**config.mk**
```make
export PLATFORM = sky130hd
export DESIGN_NAME = scaler_calc
export DESIGN_NICKNAME = d
export VERILOG_FILES = /design/src/rtl/scaler_calc_pkg.sv /design/src/rtl/scaler_ratio_sel.sv /design/src/rtl/scaler_seq_div.sv /design/src/rtl/scaler_calc.sv
export SDC_FILE = /design/constraint.sdc
export NUM_CORES = 1
export LEC_CHECK = 0
export CAP_MARGIN = 30
export CORE_ASPECT_RATIO = 2
export CORE_MARGIN = 10
export CORE_UTILIZATION = 35
export CTS_CLUSTER_DIAMETER = 60
export CTS_CLUSTER_SIZE = 16
export DETAILED_ROUTE_END_ITERATION = 8
export GPL_TIMING_DRIVEN = 0
export PLACE_DENSITY = 0.62
export SLEW_MARGIN = 40
export SYNTH_ARGS = -nofsm -noshare
export SYNTH_HDL_FRONTEND = slang
export SYNTH_HIERARCHICAL = 1
export SYNTH_SLANG_ARGS = --single-unit
```
**constraint.sdc**
```tcl
create_clock -name clk -period 4.9 [get_ports clk]
set_clock_uncertainty 0.15 [all_clocks]
set_input_delay 0.98 -clock clk [delete_from_list [all_inputs] [get_ports clk]]
set_output_delay 0.98 -clock clk [all_outputs]
set_load 0.05 [all_outputs]
```
**src/rtl/scaler_calc_pkg.sv**
```systemverilog
package scaler_calc_pkg;

    // number of prescale steps: ratios 1,2,4,8,16,32
    localparam int PRE_STEPS = 6;
    // fraction bits of the main-scaler step
    localparam int FRAC_BITS = 8;
    // constant the two shifts are subtracted from
    localparam int SF_BASE   = 10;

    typedef enum logic [2:0] {
        ST_IDLE,
        ST_SETUP,
        ST_DIV_H,
        ST_DIV_V,
        ST_FINISH
    } calc_state_t;

endpackage

```
**src/rtl/scaler_ratio_sel.sv**
```systemverilog
module scaler_ratio_sel #(
    parameter int DIM_W = 12,
    parameter int STEPS = 6,
    localparam int SH_W  = $clog2(STEPS),
    localparam int CMP_W = DIM_W + STEPS + 1
) (
    input  logic [DIM_W-1:0] eff,
    input  logic [DIM_W-1:0] tgt,
    output logic [SH_W-1:0]  shift,
    output logic             over,
    output logic             up
);

    logic [STEPS:0] ge;

    for (genvar k = 0; k <= STEPS; k++) begin : g_cmp
        assign ge[k] = CMP_W'(eff) >= (CMP_W'(tgt) << k);
    end

    // highest satisfied threshold wins
    always_comb begin
        shift = '0;
        for (int k = 0; k < STEPS; k++) begin
            if (ge[k]) shift = SH_W'(k);
        end
    end

    assign over = ge[STEPS];
    assign up   = (eff <= tgt);

endmodule

```
**src/rtl/scaler_seq_div.sv**
```systemverilog
module scaler_seq_div #(
    parameter int N = 20,
    parameter int M = 17,
    localparam int CNT_W = $clog2(N)
) (
    input  logic         clk,
    input  logic         rst_n,
    input  logic         go,
    input  logic [N-1:0] dividend,
    input  logic [M-1:0] divisor,
    output logic         done,
    output logic [N-1:0] quotient
);

    logic [M-1:0]     rem_q;
    logic [N-1:0]     quo_q;
    logic [M-1:0]     dvs_q;
    logic [CNT_W-1:0] cnt_q;
    logic             run_q;
    logic             done_q;
    logic [M:0]       trial;
    logic             fits;

    assign trial = {rem_q, quo_q[N-1]};
    assign fits  = (trial >= {1'b0, dvs_q});

    always_ff @(posedge clk or negedge rst_n) begin
        if (!rst_n) begin
            rem_q  <= '0;
            quo_q  <= '0;
            dvs_q  <= '0;
            cnt_q  <= '0;
            run_q  <= 1'b0;
            done_q <= 1'b0;
        end else begin
            done_q <= 1'b0;
            if (go && !run_q) begin
                rem_q <= '0;
                quo_q <= dividend;
                dvs_q <= divisor;
                cnt_q <= CNT_W'(N - 1);
                run_q <= 1'b1;
            end else if (run_q) begin
                rem_q <= fits ? M'(trial - {1'b0, dvs_q}) : trial[M-1:0];
                quo_q <= {quo_q[N-2:0], fits};
                if (cnt_q == '0) begin
                    run_q  <= 1'b0;
                    done_q <= 1'b1;
                end else begin
                    cnt_q <= cnt_q - 1'b1;
                end
            end
        end
    end

    assign done     = done_q;
    assign quotient = quo_q;

    // partial remainder always below the divisor while iterating
    assert_rem_bound_R7: assert property (@(posedge clk) disable iff (!rst_n)
        run_q |-> (rem_q < dvs_q));

    // never launched with a zero divisor or while already running
    assert_clean_launch_R7: assert property (@(posedge clk) disable iff (!rst_n)
        go |-> (divisor != '0) && !run_q);

endmodule

```
**src/rtl/scaler_calc.sv**
```systemverilog
module scaler_calc
    import scaler_calc_pkg::*;
#(
    parameter int DIM_W       = 12,
    parameter int LINEBUF_MAX = 640,
    localparam int OFS_W = DIM_W - 1,
    localparam int EFF_W = DIM_W + 1,
    localparam int SH_W  = $clog2(PRE_STEPS),
    localparam int DVD_W = DIM_W + FRAC_BITS,
    localparam int DVS_W = DIM_W + PRE_STEPS - 1
) (
    input  logic             clk,
    input  logic             rst_n,
    input  logic             start,
    input  logic             preview,
    input  logic [DIM_W-1:0] src_w,
    input  logic [DIM_W-1:0] src_h,
    input  logic [OFS_W-1:0] ofs_h,
    input  logic [OFS_W-1:0] ofs_v,
    input  logic [DIM_W-1:0] tgt_w,
    input  logic [DIM_W-1:0] tgt_h,
    output logic             busy,
    output logic             done,
    output logic [PRE_STEPS-1:0] pre_ratio_h,
    output logic [PRE_STEPS-1:0] pre_ratio_v,
    output logic [SH_W-1:0]  pre_shift_h,
    output logic [SH_W-1:0]  pre_shift_v,
    output logic [3:0]       shift_factor,
    output logic [DIM_W-1:0] pre_dst_w,
    output logic [DIM_W-1:0] pre_dst_h,
    output logic [DVD_W-1:0] main_ratio_h,
    output logic [DVD_W-1:0] main_ratio_v,
    output logic             scale_up_h,
    output logic             scale_up_v,
    output logic             err_size,
    output logic             err_range,
    output logic             err_mismatch,
    output logic             err_linebuf
);

    calc_state_t state_q, state_d;

    // captured request
    logic             l_preview;
    logic [DIM_W-1:0] l_src_w, l_src_h, l_tgt_w, l_tgt_h;
    logic [OFS_W-1:0] l_ofs_h, l_ofs_v;

    // working values
    logic             w_bad;
    logic [DIM_W-1:0] w_eff_w, w_eff_h;
    logic [SH_W-1:0]  w_sh_h, w_sh_v;
    logic             w_over_h, w_over_v, w_up_h, w_up_v;
    logic [DVD_W-1:0] w_main_h, w_main_v;

    // setup combinational path
    logic signed [EFF_W-1:0] eff_w_s, eff_h_s;
    logic [DIM_W-1:0] eff_w_c, eff_h_c;
    logic             bad_c;
    logic [SH_W-1:0]  sh_w_c, sh_h_c;
    logic             over_w_c, over_h_c, up_w_c, up_h_c;

    // divider hookup
    logic             div_go, div_done;
    logic [DVD_W-1:0] div_dvd, div_q;
    logic [DVS_W-1:0] div_dvs;

    assign eff_w_s = $signed({1'b0, l_src_w}) - $signed({1'b0, l_ofs_h, 1'b0});
    assign eff_h_s = $signed({1'b0, l_src_h}) - $signed({1'b0, l_ofs_v, 1'b0});
    assign eff_w_c = eff_w_s[DIM_W-1:0];
    assign eff_h_c = eff_h_s[DIM_W-1:0];
    assign bad_c   = (eff_w_s <= 0) || (eff_h_s <= 0) ||
                     (l_tgt_w == '0) || (l_tgt_h == '0);

    scaler_ratio_sel #(.DIM_W(DIM_W), .STEPS(PRE_STEPS)) u_sel_h (
        .eff(eff_w_c), .tgt(l_tgt_w), .shift(sh_w_c), .over(over_w_c), .up(up_w_c));

    scaler_ratio_sel #(.DIM_W(DIM_W), .STEPS(PRE_STEPS)) u_sel_v (
        .eff(eff_h_c), .tgt(l_tgt_h), .shift(sh_h_c), .over(over_h_c), .up(up_h_c));

    assign div_go  = ((state_q == ST_SETUP) && !bad_c) ||
                     ((state_q == ST_DIV_H) && div_done);
    assign div_dvd = (state_q == ST_SETUP) ? {eff_w_c, {FRAC_BITS{1'b0}}}
                                           : {w_eff_h, {FRAC_BITS{1'b0}}};
    assign div_dvs = (state_q == ST_SETUP) ? (DVS_W'(l_tgt_w) << sh_w_c)
                                           : (DVS_W'(l_tgt_h) << w_sh_v);

    scaler_seq_div #(.N(DVD_W), .M(DVS_W)) u_div (
        .clk(clk), .rst_n(rst_n), .go(div_go), .dividend(div_dvd),
        .divisor(div_dvs), .done(div_done), .quotient(div_q));

    // next state
    always_comb begin
        state_d = state_q;
        unique case (state_q)
            ST_IDLE:   if (start) state_d = ST_SETUP;
            ST_SETUP:  state_d = bad_c ? ST_FINISH : ST_DIV_H;
            ST_DIV_H:  if (div_done) state_d = ST_DIV_V;
            ST_DIV_V:  if (div_done) state_d = ST_FINISH;
            ST_FINISH: state_d = ST_IDLE;
            default:   state_d = ST_IDLE;
        endcase
    end

    // state register
    always_ff @(posedge clk or negedge rst_n) begin
        if (!rst_n) state_q <= ST_IDLE;
        else        state_q <= state_d;
    end

    assign busy = (state_q != ST_IDLE);

    // capture, working and result registers
    always_ff @(posedge clk or negedge rst_n) begin
        if (!rst_n) begin
            {l_preview, l_src_w, l_src_h, l_tgt_w, l_tgt_h, l_ofs_h, l_ofs_v} <= '0;
            {w_bad, w_eff_w, w_eff_h, w_sh_h, w_sh_v} <= '0;
            {w_over_h, w_over_v, w_up_h, w_up_v, w_main_h, w_main_v} <= '0;
            done <= 1'b0;
            {pre_ratio_h, pre_ratio_v, pre_shift_h, pre_shift_v, shift_factor} <= '0;
            {pre_dst_w, pre_dst_h, main_ratio_h, main_ratio_v} <= '0;
            {scale_up_h, scale_up_v, err_size, err_range, err_mismatch, err_linebuf} <= '0;
        end else begin
            done <= 1'b0;
            unique case (state_q)
                ST_IDLE: begin
                    if (start) begin
                        l_preview <= preview;
                        l_src_w <= src_w;  l_src_h <= src_h;
                        l_ofs_h <= ofs_h;  l_ofs_v <= ofs_v;
                        l_tgt_w <= tgt_w;  l_tgt_h <= tgt_h;
                    end
                end
                ST_SETUP: begin
                    w_bad    <= bad_c;
                    w_eff_w  <= eff_w_c;  w_eff_h  <= eff_h_c;
                    w_sh_h   <= sh_w_c;   w_sh_v   <= sh_h_c;
                    w_over_h <= over_w_c; w_over_v <= over_h_c;
                    w_up_h   <= up_w_c;   w_up_v   <= up_h_c;
                end
                ST_DIV_H: if (div_done) w_main_h <= div_q;
                ST_DIV_V: if (div_done) w_main_v <= div_q;
                ST_FINISH: begin
                    done <= 1'b1;
                    if (w_bad) begin
                        {pre_ratio_h, pre_ratio_v, pre_shift_h, pre_shift_v, shift_factor} <= '0;
                        {pre_dst_w, pre_dst_h, main_ratio_h, main_ratio_v} <= '0;
                        {scale_up_h, scale_up_v, err_range, err_mismatch, err_linebuf} <= '0;
                        err_size <= 1'b1;
                    end else begin
                        pre_shift_h  <= w_sh_h;
                        pre_shift_v  <= w_sh_v;
                        pre_ratio_h  <= PRE_STEPS'(1) << w_sh_h;
                        pre_ratio_v  <= PRE_STEPS'(1) << w_sh_v;
                        shift_factor <= 4'(SF_BASE) - 4'(w_sh_h) - 4'(w_sh_v);
                        pre_dst_w    <= w_eff_w >> w_sh_h;
                        pre_dst_h    <= w_eff_h >> w_sh_v;
                        main_ratio_h <= w_main_h;
                        main_ratio_v <= w_main_v;
                        scale_up_h   <= w_up_h;
                        scale_up_v   <= w_up_v;
                        err_size     <= 1'b0;
                        err_range    <= w_over_h | w_over_v;
                        err_mismatch <= w_up_h ^ w_up_v;
                        err_linebuf  <= l_preview &&
                                        ((w_eff_w >> w_sh_h) > DIM_W'(LINEBUF_MAX));
                    end
                end
                default: ;
            endcase
        end
    end

    // done is a single-cycle pulse outside busy
    assert_done_pulse_R1: assert property (@(posedge clk) disable iff (!rst_n)
        done |=> !done);
    assert_done_idle_R1: assert property (@(posedge clk) disable iff (!rst_n)
        done |-> !busy);

    // results hold between completions
    assert_hold_results_R10: assert property (@(posedge clk) disable iff (!rst_n)
        !done |-> $stable(main_ratio_h) && $stable(main_ratio_v) &&
                  $stable(pre_dst_w) && $stable(pre_dst_h) &&
                  $stable(pre_ratio_h) && $stable(err_size));

    // ratio is a single power of two
    assert_ratio_onehot_R3: assert property (@(posedge clk) disable iff (!rst_n)
        (done && !err_size) |-> ($countones(pre_ratio_h) == 1) &&
                                ($countones(pre_ratio_v) == 1));

    // shifts and shift factor sum to the base
    assert_shift_sum_R5: assert property (@(posedge clk) disable iff (!rst_n)
        (done && !err_size) |->
            (5'(shift_factor) + 5'(pre_shift_h) + 5'(pre_shift_v) == 5'(SF_BASE)));

    // size error clears the numeric results
    assert_size_clears_R2: assert property (@(posedge clk) disable iff (!rst_n)
        (done && err_size) |-> (pre_ratio_h == '0) && (main_ratio_h == '0) &&
                               (main_ratio_v == '0) && !err_range);

    // range error forces the largest ratio on some axis
    assert_range_max_R4: assert property (@(posedge clk) disable iff (!rst_n)
        (done && err_range) |-> (pre_shift_h == SH_W'(PRE_STEPS - 1)) ||
                                (pre_shift_v == SH_W'(PRE_STEPS - 1)));

endmodule

```
==> out/metrics.yaml, run 1 <==
critical_path:
  required_ns: 5.24
  startpoint_type: "register"
  cp_slowest_cell: "a2111oi_4"
  cp-end-kind: "register"
  worstPathMaxFanout: 8
  worstPathArrival_ns: 5.13
  worst-path-buf-inv: 4
  cp_top_family: "compound AO/OA/AOI/OAI gates"
  critPathKind: "reg -> reg"
  max_stage_delay_ns: 0.41
run_status:
  run_status: "complete, no violations"
clock_network:
  clockRootBuffer: "clkbuf_16"
  cts_buffers: 25
  clkSinkCount: 303
  clk_latency_ns: 0.59
  htree_levels: 1
  path_clk_slew_ns: 0.08
  cts_tree: "built"
  ctsLongestPathBuffers: 3
synth:
  yosysWarnings: 6
  ys_seq_elements: 303
  synth_top_family_by_area: "compound AO/OA/AOI/OAI gates"
  seq_area_frac_synth_pct: 39.94
  synthMuxAreaShare_pct: 10.47
  synth_fa_ha_area_share_pct: 11.69
  syn-cell-area_um2: 18980
  yosys.area_share.xor_xnor_pct: 1.338
  synthCells: 2022
  ys_async_sr_fraction_pct: 100.0
  yosys.area_share.simple_pct: 14.63
  postSynthAreaPerCell_um2: 9.388
  synth_cell_types: 86
  synth_edf_count: 0
  synth_compound_area_share_pct: 17.03
  synthFlopType: "dfrtp_1"
die:
  start_util_pct: 35.41
  num_rows: 120
  die_h_um: 349.3
  coreArea_um2: 53600
  fp.dieW_um: 184.7
  die_area_um2: 64510
  io_pins: 168
sta:
  slew_headroom_pct: 43.79
  period_share_pct: 97.86
  fmax_mhz: 208.5
  setup_viol: 0
  rsz0062_at_grt: "yes"
  finalHoldViolations: 0
  worstMarginPinSlew_ns: 0.8344
  finalCriticalPeriod_ns: 4.795
  drv_slew: 0
routing:
  vias_per_cell: 5.513
  drt-initial-drc-count: 891
  wl_per_cell_um: 21.20
  antenna_left: 0
  via_count: 16126
  drcViolationCount: 0
  routed_wl_um: 62010
  first_pass_iters: 5
global_route:
  grt_use_met3_pct: 2.491
  antenna_found_initial: 2
  grt_use_total_pct: 18.82
  grt-busiest-layer: "met2"
  grt_max_degree: 79
  use_met2_pct: 35.86
  grt_pass1_wl_um: 95720
  grt_overflow_total: 0
  grt_pass1_vias: 16835
  grtUsageMet1_pct: 19.47
run:
  max-cap-violations: 0
final_layout:
  nNetsFinal: 2498
  diodes: 0
  drive_above_1_share_pct: 12.56
  utilization_pct: 43.14
  fill_cells: 5191
  syn2layout_area_growth_pct: 21.82
hold_path:
  hold_class: "in -> async"
placement:
  hpwl_um: 49740
  gp_congestion: 0.9442
  io_buffer_count: 167
-- cell usage after synthesis, types with 8 or more instances --
cell type / count / area share, %
and3_1: 15 / 0.49
o211ai_1: 14 / 0.55
a31oi_1: 19 / 0.63
xnor2_1: 15 / 0.69
nor2b_1: 19 / 0.63
a211oi_1: 33 / 1.3
o21a_1: 13 / 0.51
nor2_1: 79 / 1.6
inv_1: 123 / 2.4
o2111ai_1: 8 / 0.37
a21o_1: 16 / 0.63
a21oi_1: 104 / 2.7
mux2_2: 100 / 5.9
mux2i_1: 59 / 3.1
o31ai_1: 16 / 0.63
nand2_1: 295 / 5.8
mux4_2: 12 / 1.4
nor4_1: 12 / 0.40
o21ai_1: 9 / 0.24
xor2_1: 14 / 0.65
nand2b_1: 59 / 1.9
clkbuf_1: 88 / 1.7
ha_1: 171 / 11
a22o_1: 9 / 0.42
dfrtp_1: 303 / 40
nand4_1: 16 / 0.53
and2_1: 13 / 0.43
nand3_1: 37 / 0.98
o21ai_0: 198 / 5.2
nor3_1: 17 / 0.45
-- layout make-up --
class / count / area, um2 / share of cell area [%]
Multi-Input combinational cell: 1491 / 10980 / 47.50
Timing Repair Buffer: 196 / 1997 / 8.635
Buffer: 100 / 466.7 / 2.018
Clock inverter: 7 / 115.1 / 0.4978
Clock buffer: 25 / 625.6 / 2.705
Inverter: 132 / 514.2 / 2.224
Sequential cell: 303 / 7582 / 32.79
Tap cell: 671 / 839.6 / 3.631
-- layer usage --
metal	wire, um	vias to the layer above
li1	-	7640
met1	22670	7906
met2	33270	456
met3	2919	124
met4	3153	0
met5	0	-
-- through the flow --
stage	hold WS (ns)	setup slack, ns	instances	instance area (um2)	TNS [ns]
6_report	0.08266	0.1047	2925	23120	0
5_1_grt	0.08217	-0.1092	2925	23120	-0.7452
4_1_cts	0.06664	0.006621	2917	22780	0
3_5_place_dp	0.3143	-1.551	2873	21700	-22.85
3_3_place_gp	0.3098	-10.46	2867	21520	-3214.36
2_1_floorplan	0.2887	0.04276	2029	19010	0
-- registers in the layout (all words and copies together) (netlist names), 11 cells and up --
name	cells
pre_dst_h	12
l_tgt_w	12
l_tgt_h	12
pre_dst_w	12
main_ratio_v	20
l_ofs_h	11
w_main_h	20
w_eff_h	12
u_div/rem_q	17
l_src_w	12
u_div/dvs_q	17
main_ratio_h	20
l_ofs_v	11
u_div/quotient	20
w_main_v	20
l_src_h	12
w_eff_w	12
-- timing repair --
item / in CTS / in global routing
cloned: 1 / 0
setup buffers: 12 / 10
endpoints found under the setup margin: 21 / 19
resized for setup: 62 / 51
pin swaps: 19 / 28
hold buffers: 0 / 0
-- cell families (layout without fill, tap and decap cells) --
kind of cell,Yosys count,count (layout)
AO/OA/AOI/OAI,515,515
XOR/XNOR,29,29
adder cells (fa/ha/maj),175,175
buffers and inverters,235,460
flip-flops,303,303
multiplexers,171,171
other,1,8
AND/OR/NAND/NOR,593,593
-- layout by cell type, fill, tap and decap left out, drive strengths merged, types with 79 or more instances in the layout --
cell and instances:
a21oi 105, nor2 79, inv 127, clkbuf 111, o21ai 209, ha 171
clkdlybuf4s50 166, mux2 100, nand2 295, dfrtp 303
-- final timing paths --
| path | start | endpoint | slack (ns) | depth (start not counted) |
|---|---|---|---|---|
| max in group asynchronous | rst_n | main_ratio_h[8] | 3.50 | 3 |
| setup reg to reg | l_src_w[1] | u_div/dvs_q[10] | 0.10 | 25 |
| hold reg to reg | w_over_v | w_over_v | 0.33 | 2 |
| min in group clk | w_over_v | w_over_v | 0.33 | 2 |
| setup / recovery | l_src_w[1] | u_div/dvs_q[10] | 0.10 | 25 |
| hold / removal | rst_n | u_div/rem_q[10] | 0.08 | 1 |
Power of run 1 is left out: the tool's default activity adds up to more than one toggle a clock period on the data nets, which glitch-free logic cannot reach.
==> run 2, diff against run 1 <==
Settings changed: ABC_AREA from default to 1.
==> out/metrics.yaml, run 2 <==
global_route:
  grt_use_total_pct: 19.47
  use_met2_pct: 37.23
  grt_overflow_total: 0
  antenna_found_initial: 1
  grt_use_met3_pct: 2.114
  grt_pass1_wl_um: 98700
  grt-busiest-layer: "met2"
  grtUsageMet1_pct: 20.03
  grt_max_degree: 77
  grt_pass1_vias: 17814
clock_network:
  ctsLongestPathBuffers: 3
  cts_buffers: 25
  cts_tree: "built"
  path_clk_slew_ns: 0.08
  clk_latency_ns: 0.60
  htree_levels: 1
  clockRootBuffer: "clkbuf_16"
  clkSinkCount: 303
synth:
  seq_area_frac_synth_pct: 39.63
  yosysMostFrequentCell: "nand2_1"
  synthCells: 2428
  synthTopCellsByArea: "dfrtp_1 (40%), nand2_1 (13%), ha_1 (11%)"
  ys_top_cells_by_count: "nand2_1 (682), inv_1 (305), dfrtp_1 (303), o21ai_0 (199), ha_1 (171)"
  yosysTopAreaCell: "dfrtp_1"
  synthFlopType: "dfrtp_1"
  ys_seq_elements: 303
  syn-cell-area_um2: 19130
  synth_edf_count: 0
  synth.top_cell.area_share_pct: 39.63
  synth_cell_types: 55
  ys_async_sr_fraction_pct: 100.0
  postSynthAreaPerCell_um2: 7.881
  yosysWarnings: 6
placement:
  hpwl_um: 52500
  io_buffer_count: 167
  place_inst: 3282
  gp_congestion: 0.9531
routing:
  routed_wl_um: 63890
  vias_per_cell: 5.185
  wl_per_cell_um: 19.23
  drcViolationCount: 0
  drt-initial-drc-count: 1018
  first_pass_iters: 7
  via_count: 17229
  antenna_left: 0
die:
  die_h_um: 350.7
  coreArea_um2: 54350
  fp.dieW_um: 185.3
  start_util_pct: 35.21
  die_area_um2: 64990
  num_rows: 121
  io_pins: 168
sta:
  finalCriticalPeriod_ns: 4.579
  slew_headroom_pct: 46.13
  period_share_pct: 93.44
  finalHoldViolations: 0
  drv_slew: 0
  setup_tns_ns: 0
  fmax_mhz: 218.4
  worstMarginPinSlew_ns: 0.8074
  setup_viol: 0
final_layout:
  drive_above_1_share_pct: 7.631
  diodes: 0
  instances_no_fill: 3323
  layout_common_cells: "nand2_1 (679), inv_1 (303), dfrtp_1 (303), o21ai_0 (190), ha_1 (171)"
  nNetsFinal: 2889
  final_common_cell: "nand2_1"
  syn2layout_area_growth_pct: 18.56
critical_path:
  cp_common_cell: "nand2_1"
  worstPathArrival_ns: 4.85
  max_stage_delay_ns: 0.39
  cp-end-kind: "register"
  critPathKind: "reg -> reg"
  startpoint_type: "register"
  cp_slowest_cell: "fa_2"
  required_ns: 5.17
  r2r_slack_ns: 0.32
  worstPathMaxFanout: 10
hold_path:
  hold_class: "in -> async"
run:
  max-cap-violations: 0
run_status:
  run_status: "complete, no violations"
## run 2: changes by cell type in the layout (fill, tap and decap cells not counted), moves of 29 or more
cell / previous run / this run
nand2_1: 294 / 679
inv_1: 116 / 303
nor2_1: 78 / 148
mux2_2: 99 / 32
nand2b_1: 58 / 0
nand3_1: 37 / 94
mux2i_1: 54 / 10
clkbuf_1: 76 / 37
a22o_1: 9 / 46
a21oi_1: 94 / 123
## run 2: final timing paths
path | start | to | cells after the start
worst min-delay path | rst_n | l_tgt_h[9] | 1
worst max-delay path | l_src_w[1] | u_div/dvs_q[14] | 27
worst max register to register | l_src_w[1] | u_div/dvs_q[14] | 27
worst min register to register | u_div/cnt_q[3] | u_div/cnt_q[3] | 1
min in group clk | u_div/cnt_q[3] | u_div/cnt_q[3] | 1
max in group asynchronous | rst_n | main_ratio_h[2] | 3
## run 2: logic make-up (layout without fill, tap and decap cells)
family / after synthesis / after routing / synth area share (%)
AND/OR/NAND/NOR: 1037 / 1037 / 23.32
AO/OA/AOI/OAI: 455 / 455 / 14.10
buffers and inverters: 404 / 616 / 8.422
flip-flops: 303 / 303 / 39.63
adder cells (fa/ha/maj): 175 / 175 / 11.60
multiplexers: 42 / 42 / 2.406
XOR/XNOR: 11 / 11 / 0.5035
other: 1 / 8 / 0.01960
## run 2: area by class of cell
type	count	area [um2]
clock buffer	28	666.9
timing repair buffer	179	1847
inverter	322	1216
fill	5419	31670
tap	676	845.8
multi-input combinational	1728	10010
sequential	303	7582
buffer	81	416.7
clock inverter	6	97.59
## run 2: routing by layer
layer  vias up  part of all wire, %
li1       8393                    -
met1      8253                   37
met2       449                   54
met3       134                  4.1
met4         0                  5.4
met5         -                    0
## run 2: timing repair
item	4_1_cts	5_1_grt
hold buffers	0	0
hold endpoints to repair	0	0
gates resized for setup	15	22
buffers inserted	3	5
pin swaps	0	2
endpoints found under the setup margin	13	15
## run 2: metrics by stage
step	hold slack [ns]	setup slack, ns	utilization [%]	area (um2)
after CTS	0.1315	-0.01097	41.61	22620
after detailed placement	0.3102	-0.5601	40.11	21800
after global routing	0.1486	-0.04217	41.74	22690
final	0.1351	0.3212	41.74	22690
after global placement	0.2961	-10.21	39.89	21680
after floorplan	0.2839	0.9728	-	19160
## run 2: worst max-delay path: cells and delay by family (launching register included)
| kind | cells | cell delay (ns) |
|---|---|---|
| and+or+nand+nor | 13 | 1.43 |
| buffers and inverters | 6 | 0.84 |
| adders and majority gates | 3 | 0.82 |
| AOI/OAI and AO/OA | 5 | 0.81 |
| DFF | 1 | 0.36 |
Power of run 2 is left out for the same reason.
==> run 3, diff against run 2 <==
Settings changed: CTS_CLUSTER_DIAMETER 60 to 120, REMOVE_ABC_BUFFERS from default to 1.
==> out/metrics.yaml, run 3 (same netlist as run 2, synthesis figures left out) <==
critical_path:
  required_ns: 5.15
  r2r_cells: 28
  critPathKind: "reg -> reg"
  startpoint_type: "register"
  cp_common_cell: "nand2_1"
  cp-startpoint: "l_src_w[1]"
  cp-end-kind: "register"
  worstReg2RegStart: "l_src_w[1]"
  worstPathMaxFanout: 11
  max_stage_delay_ns: 0.39
  worstPathArrival_ns: 4.80
  cp_slowest_cell: "fa_2"
sta:
  finalCriticalPeriod_ns: 4.544
  setup_tns_ns: 0
  period_share_pct: 92.73
  fmax_mhz: 220.1
  worstMarginPinSlew_ns: 0.8459
  holdWs_ns: 0.1435
  slew_headroom_pct: 43.56
  setup_viol: 0
  finalHoldViolations: 0
  drv_slew: 0
die:
  die_h_um: 350.7
  die_area_um2: 64990
  num_rows: 121
  coreArea_um2: 54350
  io_pins: 168
  fp.dieW_um: 185.3
  start_util_pct: 35.21
routing:
  first_pass_iters: 7
  vias_per_cell: 5.182
  drt-initial-drc-count: 863
  routed_wl_um: 57960
  antenna_left: 0
  wl_per_cell_um: 17.84
  drcViolationCount: 0
  via_count: 16836
final_layout:
  utilization_pct: 41.18
  fill_cells: 5533
  syn2layout_area_growth_pct: 16.98
  nNetsFinal: 2820
  drive_above_1_share_pct: 6.957
  layout_common_cells: "nand2_1 (678), inv_1 (303), dfrtp_1 (301), o21ai_0 (189), ha_1 (171)"
  design_area_um2: 22380
  diodes: 0
  final_common_cell: "nand2_1"
clock_network:
  clockRootBuffer: "clkbuf_16"
  cts_tree: "built"
  clk_latency_ns: 0.56
  htree_levels: 1
  hold_buffers: 0
  cts_buffers: 22
  ctsLongestPathBuffers: 3
  path_clk_slew_ns: 0.07
  clkSinkCount: 303
run:
  max-cap-violations: 0
run_status:
  run_status: "complete, no violations"
global_route:
  grt_pass1_vias: 17187
  grt_max_degree: 77
  grt_pass1_wl_um: 90880
  grt_overflow_total: 0
  grt_use_total_pct: 17.51
  antenna_found_initial: 0
placement:
  io_buffer_count: 167
  hpwl_um: 45690
  dpl_cell_area_um2: 21630
  gp_congestion: 0.9082
hold_path:
  hold_class: "in -> async"
-- run 3: cell count changes in the layout (fill, tap and decap cells not counted), moves of 3 or more --
| cell | delta |
|---|---|
| clkbuf_8 | -3 |
| buf_1 | -6 |
| nand2_4 | +3 |
| nor2_1 | -4 |
| buf_2 | -25 |
| clkbuf_1 | -34 |
| clkbuf_16 | -3 |
-- run 3: layer usage --
metal / GRT usage, % / share of wire [%] / vias up
met4: 7.895 / 4.4 / 0
met5: 0 / 0 / -
li1: - / - / 8231
met1: 18.41 / 37 / 8024
met2: 33.54 / 54 / 443
met3: 2.010 / 4.5 / 138
-- run 3: path summary, 6_finish.rpt --
path / end / slack (ns)
min in group clk: w_over_h / 0.33
worst min-delay path: l_ofs_h[2] / 0.14
max in group asynchronous: w_main_h[0] / 3.76
worst min register to register: w_over_h / 0.33
worst max-delay path: u_div/dvs_q[9] / 0.36
worst max register to register: u_div/dvs_q[9] / 0.36
-- run 3: metrics by stage --
step	std cells	worst slack, ns
finish	3249	0.3563
global route	3249	-0.01505
floorplan	2353	0.6660
detailed placement	3211	-0.4130
CTS	3238	0.02134
global placement	3196	-10.25
-- run 3: critical path, delay by kind of cell (launching register included) --
family / cells / cell delay [ns]
AO/OA/AOI/OAI: 4 / 0.61
AND/OR/NAND/NOR: 17 / 1.90
adder cells (fa/ha/maj): 3 / 0.81
buffers and inverters: 4 / 0.54
flip-flops: 1 / 0.37
-- run 3: what timing repair did --
item | 4_1_cts | 5_1_grt
cloned | 0 | 2
resized for setup | 5 | 23
pin swaps | 1 | 5
setup endpoints to repair | 13 | 15
buffers inserted | 1 | 9
-- run 3: area by class of cell --
class,count,area [um2],share of cell area (%)
tap,676,845.8,3.779
clock inverter,1,30.03,0.1342
multi-input combinational,1730,10090,45.08
timing repair buffer,192,2053,9.173
sequential,303,7585,33.88
clock buffer,25,561.8,2.510
inverter,322,1219,5.444
Power of run 3 is left out for the same reason.
